==> src/rtl/mdio_master.sv <==
module mdio_master #(
  parameter int PRE_LEN = 32
) (
  input  logic        clk,
  input  logic        rst_n,
  input  logic        bus_wr,
  input  logic [3:0]  bus_addr,
  input  logic [31:0] bus_wdata,
  output logic [31:0] bus_rdata,
  output logic        mdc,
  output logic        mdio_o,
  output logic        mdio_oe,
  input  logic        mdio_i
);
  localparam int TOTAL = PRE_LEN + 32;
  localparam int IDX_W = $clog2(TOTAL + 1);
  localparam logic [3:0] A_STAT = 4'd12, A_CTRL = 4'd13, A_DATA = 4'd14, A_ADDR = 4'd15;
  localparam logic [IDX_W-1:0] I_PRE  = IDX_W'(PRE_LEN);
  localparam logic [IDX_W-1:0] I_LAST = IDX_W'(TOTAL - 1);

  logic             c45_q, pdis_q, busy_q, rd_err_q, mdc_q, rd_q;
  logic [7:0]       div_q, hcnt_q;
  logic [4:0]       dev_q, port_q;
  logic [15:0]      data_q, addr_q, rx_q;
  logic [31:0]      sr_q;
  logic [IDX_W-1:0] idx_q;

  logic unused_hi;
  assign unused_hi = ^bus_wdata[31:16];

  wire wr_ok   = bus_wr && !busy_q;
  wire go_addr = wr_ok && bus_addr == A_ADDR && c45_q;
  wire go_wr   = wr_ok && bus_addr == A_DATA;
  wire go_rd   = wr_ok && bus_addr == A_CTRL && bus_wdata[15];
  wire go      = go_addr || go_wr || go_rd;

  wire [7:0]  half_m1 = (div_q == 8'd0) ? 8'd0 : div_q - 8'd1;
  wire [1:0]  f_st    = c45_q ? 2'b00 : 2'b01;
  wire [1:0]  f_op    = go_addr ? 2'b00 : go_wr ? 2'b01 : (c45_q ? 2'b11 : 2'b10);
  wire [4:0]  f_port  = go_rd ? bus_wdata[9:5] : port_q;
  wire [4:0]  f_dev   = go_rd ? bus_wdata[4:0] : dev_q;
  wire        f_pdis  = go_rd ? bus_wdata[10] : pdis_q;
  wire [15:0] f_data  = go_rd ? 16'hFFFF : bus_wdata[15:0];

  wire [IDX_W-1:0] pos      = idx_q - I_PRE;
  wire             in_frame = idx_q >= I_PRE;
  wire             released = rd_q && in_frame && pos >= IDX_W'(14);

  assign mdc     = mdc_q;
  assign mdio_oe = busy_q && !released;
  assign mdio_o  = busy_q && in_frame ? sr_q[31] : 1'b1;

  always_comb begin
    case (bus_addr)
      A_STAT:  bus_rdata = {16'h0, div_q, 1'b0, c45_q, 4'h0, rd_err_q, busy_q};
      A_CTRL:  bus_rdata = {21'h0, pdis_q, port_q, dev_q};
      A_DATA:  bus_rdata = {busy_q, 15'h0, data_q};
      A_ADDR:  bus_rdata = {16'h0, addr_q};
      default: bus_rdata = 32'h0;
    endcase
  end

  always_ff @(posedge clk) begin
    if (!rst_n) begin
      c45_q <= 1'b0; pdis_q <= 1'b0; div_q <= 8'h0;
      dev_q <= 5'h0; port_q <= 5'h0;
      data_q <= 16'h0; addr_q <= 16'h0;
    end else begin
      if (wr_ok) begin
        case (bus_addr)
          A_STAT: begin c45_q <= bus_wdata[6]; div_q <= bus_wdata[15:8]; end
          A_CTRL: begin dev_q <= bus_wdata[4:0]; port_q <= bus_wdata[9:5]; pdis_q <= bus_wdata[10]; end
          A_DATA: data_q <= bus_wdata[15:0];
          A_ADDR: addr_q <= bus_wdata[15:0];
          default: ;
        endcase
      end
      if (busy_q && hcnt_q == 8'd0 && mdc_q && idx_q == I_LAST && rd_q)
        data_q <= rx_q;
    end
  end

  always_ff @(posedge clk) begin
    if (!rst_n) begin
      busy_q <= 1'b0; rd_err_q <= 1'b0; mdc_q <= 1'b0; rd_q <= 1'b0;
      hcnt_q <= 8'h0; idx_q <= '0; sr_q <= 32'h0; rx_q <= 16'h0;
    end else if (go) begin
      busy_q   <= 1'b1;
      rd_err_q <= 1'b0;
      rd_q     <= go_rd;
      mdc_q    <= 1'b0;
      hcnt_q   <= half_m1;
      idx_q    <= f_pdis ? I_PRE : '0;
      sr_q     <= {f_st, f_op, f_port, f_dev, 2'b10, f_data};
      rx_q     <= 16'h0;
    end else if (busy_q) begin
      if (hcnt_q != 8'd0) begin
        hcnt_q <= hcnt_q - 8'd1;
      end else begin
        hcnt_q <= half_m1;
        if (!mdc_q) begin
          mdc_q <= 1'b1;
          if (rd_q && in_frame) begin
            if (pos == IDX_W'(15)) rd_err_q <= mdio_i;
            else if (pos >= IDX_W'(16)) rx_q <= {rx_q[14:0], mdio_i};
          end
        end else begin
          mdc_q <= 1'b0;
          if (in_frame) sr_q <= {sr_q[30:0], 1'b0};
          if (idx_q == I_LAST) busy_q <= 1'b0;
          else idx_q <= idx_q + 1'b1;
        end
      end
    end
  end
endmodule


==> config.mk <==
export PLATFORM = sky130hd
export DESIGN_NAME = mdio_master
export DESIGN_NICKNAME = d
export VERILOG_FILES = /design/src/rtl/mdio_master.sv
export SDC_FILE = /design/constraint.sdc
export NUM_CORES = 1
export LEC_CHECK = 0
export BUFFER_PORTS_ARGS = -buffer_cell sky130_fd_sc_hd__buf_2
export CORE_MARGIN = 10
export CORE_UTILIZATION = 25
export CTS_BUF_LIST = sky130_fd_sc_hd__clkbuf_8
export DETAILED_ROUTE_END_ITERATION = 10
export PLACE_DENSITY_LB_ADDON = 0.25
export SYNTH_ARGS = -nofsm -noshare
export SYNTH_HDL_FRONTEND = slang
export SYNTH_SLANG_ARGS = --single-unit
==> constraint.sdc <==
create_clock -name clk -period 2.7 [get_ports clk]
set_clock_uncertainty 0.15 [all_clocks]
set_input_delay 0.135 -clock clk [delete_from_list [all_inputs] [get_ports clk]]
set_output_delay 0.135 -clock clk [all_outputs]
set_load 0.05 [all_outputs]
* Word level (Yosys, flattened, before mapping)
Index checks and enable logic that the tools add are counted.
Word-level totals: register bits after elaboration 119, latch bits 0, memory bits (writable) 0, ROM bits 0, logic and storage cells 106, memories 0
Operators by class: $add $sub $neg 4, multiply operators 0, divide/modulo/power cells 0, magnitude comparators 3, equality and inequality tests 8, shifts and indexed selects 0, muxes and demuxes 34, bitwise gates (word level) 4, reduce and logical (&&, ||, !) cells 37
Operator list (number):
- 32-bit two-way mux | 5
- 32-bit case mux with 4 select lines | 1
- 16-bit two-way mux | 4
- 7-bit two-way mux | 5
- 8-bit two-way mux | 4
- 4-bit equality test (second input constant) | 4
- 8-bit logical NOT | 2
- 8-bit by 1-bit subtractor with 8-bit output (second input constant) | 2
- 1-bit logical AND | 14
- 4-bit AND reduction | 3
- 1-bit two-way mux | 10
- 5-bit two-way mux | 2
- 2-bit AND reduction | 5
- 2-bit nonzero test | 5
- 8-bit nonzero test | 1
- 7-bit by 1-bit adder with 7-bit output (second input constant) | 1
- 7-bit by 4-bit equality test with 1-bit output (second input constant) | 1
- 7-bit by 6-bit equality test with 1-bit output (second input constant) | 1
- 7-bit by 4-bit >= comparator with 1-bit output (second input constant) | 1
- 7-bit by 5-bit >= comparator with 1-bit output (second input constant) | 1
- 7-bit by 6-bit >= comparator with 1-bit output (second input constant) | 1
- 7-bit by 6-bit subtractor with 7-bit output (second input constant) | 1
- 6-bit two-way mux | 1
- 6-bit AND reduction | 1
- other kinds (7) | 14

* Depth between registers and ports, before layout
depth after elaboration 8, mapped depth 9

* Worst setup path before layout
No wires, ideal clock.
path kind register to register, start register mdc_q, in the netlist mdc, end register sr_q[30], data arrival time 1.836 ns, required time 2.422 ns, slack 0.587 ns, stages on the path, launching flop included 6, buffers on the path 0, period minus slack after synthesis 2.113 ns, path through dfxtp_1 -> inv_1 -> nor4b_4 -> nor2_4 -> a221oi_1 -> nor2_1
On the way: word-level cells in the longest chain between the ends 2
Ends and longest elaborated chain:
- start, declared | line 21 | logic c45_q, pdis_q, busy_q, rd_err_q, mdc_q, rd_q;
- start signal, assigned | line 85 | busy_q <= 1'b0; rd_err_q <= 1'b0; mdc_q <= 1'b0; rd_q <= 1'b0;
- start signal, assigned | line 91 | mdc_q <= 1'b0;
- start signal, assigned | line 102 | mdc_q <= 1'b1;
- 2-bit nonzero test (no source line)
- 4-bit AND reduction (no source line)
- end signal, assigned | line 94 | sr_q <= {f_st, f_op, f_port, f_dev, 2'b10, f_data};
- end signal, assigned | line 109 | if (in_frame) sr_q <= {sr_q[30:0], 1'b0};
- end, declared | line 25 | logic [31:0] sr_q;
Every way passes these cells. A chain may end at the register's enable or synchronous reset.

* Worst setup path in the final report
start register idx_q[5], end output mdio_oe
On the way: word-level cells in the longest chain between the ends 5, elaborated cells between the ends (all ways) 7, those cells by class 1 x add/sub; 2 x order compare; 4 x reduce/logical
Ends and longest elaborated chain:
- start, declared | line 26 | logic [IDX_W-1:0] idx_q;
- start signal, assigned | line 93 | idx_q <= f_pdis ? I_PRE : '0;
- start signal, assigned | line 111 | else idx_q <= idx_q + 1'b1;
- 7-bit by 6-bit subtractor with 7-bit output / 7-bit by 6-bit >= comparator with 1-bit output (equally long branches) | line 45, 46
- 7-bit by 4-bit >= comparator with 1-bit output / 1-bit logical AND (equally long branches) | line 47 | wire released = rd_q && in_frame && pos >= IDX_W'(14);
- 1-bit logical AND (*) | line 47
- 1-bit logical NOT (*) | line 50 | assign mdio_oe = busy_q && !released;
- 1-bit logical AND (*) | line 50
- end, declared | line 12 | output logic mdio_oe,
Mark *: on every way between the ends. The rest lies on a longest branch, timed or not.

==> impl_metrics.json <==
{
  "cts_buffer_depth": 2,
  "final-hold-violation-count": 0,
  "place_hpwl_um": 12900,
  "clk_latency_ns": 0.44,
  "drt-pass1-iter-count": 4,
  "die_area_um2": 30200,
  "status": "completed",
  "grtUsageTotal": 0.119,
  "drive_gt1_frac": 0.163,
  "yosys_warnings": 0,
  "area_delta_synth_final_pct": 20.4,
  "antenna_cells": 0,
  "peakVddDrop_uv": 299,
  "die_w_um": 174,
  "wirelength_um": 17700,
  "worstMarginPinSlew_ns": 0.620,
  "critPathLaunchType": "flop",
  "totalNegativeSetupSlack_ns": 0,
  "antenna_found_initial": 0,
  "stdcell_area_um2": 7120,
  "maxCapViolCount": 0,
  "final-setup-viol-count": 0,
  "gr-total-overflow": 0,
  "gp_congestion": 0.792,
  "vias": 5107,
  "post_cts_resized": 0,
  "syn_inst": 699,
  "end_kind": "primary output",
  "post-route-period-util": 0.881,
  "grt_pass1_vias": 5109,
  "finalWorstSetupSlack_ns": 0.322,
  "initial_core_util": 0.253,
  "ys_async_sr_fraction": 0,
  "pin_count": 75,
  "synth_ff_type": "dfxtp_1",
  "relSlewSlack": 0.586,
  "dp_slack_ns": 0.474,
  "crit_fanout": 7,
  "final_max_slew_viol_count": 0,
  "cts_root_buffer": "clkbuf_8",
  "critPathKind": "flop to primary output",
  "h-tree-depth": 4,
  "layout.nets": 807,
  "place_area_um2": 6490,
  "fmax_mhz": 420,
  "dp.cells": 1041,
  "cts_tree": "built",
  "fin_hold_ws_ns": 0.0984,
  "arrival_ns": 2.09,
  "synth_edf_count": 0,
  "yosysSeqAreaShare": 0.403,
  "p_leak_nw": 2.56,
  "fin_cells": 1091,
  "rows": 56,
  "ys_seq_elements": 119,
  "synth.avg_cell_area_um2": 8.46,
  "p_total_mw": 4.07,
  "core-area_um2": 23400,
  "drtAntennaViolNets": 0,
  "fin_crit_ns": 2.38,
  "cp.required_ns": 2.41,
  "powerDensity_nw_per_um2": 572,
  "grt_pass1_wl_um": 29000,
  "rsz0062_at_grt": "false",
  "syn-cell-area_um2": 5910,
  "drtIter0Drc": 372,
  "vias_per_cell": 4.68,
  "wl_per_cell_um": 16.2,
  "cts_buffers": 17,
  "clk_pin_slew_ns": 0.07,
  "portBuffers": 43,
  "min-delay-path-class": "primary input to flop",
  "cts.sinks": 119,
  "synth_cell_types": 65,
  "utilization": 0.304,
  "drc": 0,
  "grt_max_degree": 33,
  "die_y_um": 174
}
final timing paths:
path,endpoint,slack [ns],depth (start not counted),startpoint
worst min-delay path,c45_q$_SDFFE_PN0P_,0.1,5,bus_wr
worst max-delay path,mdio_oe,0.32,6,idx_q[5]$_SDFFE_PN0P_
worst max register to register,sr_q[28]$_SDFFE_PN0P_,0.43,8,hcnt_q[0]$_SDFFE_PN0P_
worst min register to register,sr_q[16]$_SDFFE_PP0P_,0.29,2,sr_q[15]$_SDFFE_PN0P_
what timing repair did:
item	CTS	global route
setup buffers	0	0
endpoints found under the hold margin	72	0
hold buffers	18	0
critical path, cell delays in order, from the launching register on:
cell and delay, ns:
dfxtp_1 0.48, inv_1 0.08, ha_1 0.28, nand2_1 0.07, o311ai_0 0.38, a21oi_1 0.13, buf_2 0.23
sequential cells by signal, indices dropped and copies added, names as in the netlist:
signal,count
addr_q,16
dev_q,5
rd_q,1
pdis_q,1
idx_q,7
mdc,1
div_q,8
rx_q,16
sr_q,32
hcnt_q,8
rd_err_q,1
busy_q,1
data_q,16
c45_q,1
port_q,5
report_power, final:
part | switching [mW] | total, mW | internal [mW] | leakage [nW]
logic | 0.277 | 0.414 | 0.137 | 1.37
registers | 0.0256 | 1.81 | 1.78 | 0.961
clock network | 0.767 | 1.85 | 1.08 | 0.228
metal layers:
| layer | share of wire | GRT usage | vias to the layer above |
|---|---|---|---|
| met2 | 0.45 | 0.181 | 92 |
| met4 | 0.017 | 0.0435 | 0 |
| met3 | 0.036 | 0.0240 | 19 |
| li1 | - | - | 2576 |
| met5 | 0 | 0 | - |
| met1 | 0.50 | 0.161 | 2420 |
placed cells by master, fill, tap and decap left out, types with 3 or more instances in the layout:
cell / instances
and2_1: 7
conb_1: 15
o21ai_0: 21
a22oi_1: 23
o22ai_1: 9
o221ai_1: 5
xnor2_1: 7
dlygate4sd3_1: 18
nand3_1: 18
buf_4: 28
nand4_1: 4
and3_1: 4
bufinv_16: 4
a22o_1: 5
nand2_1: 89
a221oi_1: 8
dfxtp_1: 119
mux2i_1: 47
a31oi_1: 8
a21oi_1: 57
or4_1: 3
nor2_1: 86
ha_1: 8
buf_2: 43
a21boi_0: 3
o21ai_1: 3
nor3_1: 22
nor2b_1: 9
inv_1: 17
clkbuf_8: 20
mux4_2: 6
mux2_2: 6
nor3_2: 3
cells by family (layout without fill, tap and decap cells):
kind of cell               Yosys count  in the layout  synth area share
and+or+nand+nor                    264            264             0.209
AOI/OAI and AO/OA                  160            160             0.177
DFF                                119            119             0.403
buffers and inverters               79            138            0.0656
muxes                               59             59             0.114
xor gates and xnor gates             9              9            0.0133
adders and majority gates            8              8            0.0169
other                                1             15          0.000634
synthesized netlist by cell type, types with 5 or more instances:
library cell  instances  area (um2)
nand3_1              18        90.1
a31oi_1               8        50.1
mux2_2                6        67.6
o22ai_1               9        56.3
nor2b_1               9        56.3
nand2_1              89         334
inv_1                16        60.1
a221oi_1              8        70.1
xnor2_1               7        61.3
mux2i_1              47         470
mux4_2                6         135
buf_4                16         120
dfxtp_1             119        2380
nor2_1               86         323
a21oi_1              57         285
clkbuf_1             28         105
buf_2                13        65.1
o21ai_0              21         105
nor3_1               23         115
o221ai_1              5        43.8
a22o_1                5        43.8
a22oi_1              23         173
ha_1                  8         100
and2_1                7        43.8
layout make-up:
| class | instances | area, um2 |
|---|---|---|
| Inverter | 16 | 60.1 |
| Clock buffer | 20 | 275 |
| Multi-Input combinational cell | 515 | 3200 |
| Fill cell | 2547 | 16300 |
| Sequential cell | 119 | 2380 |
| Clock inverter | 12 | 174 |
| Timing Repair Buffer | 90 | 626 |
| Tap cell | 319 | 399 |
Power figures use the tool's default switching activity.
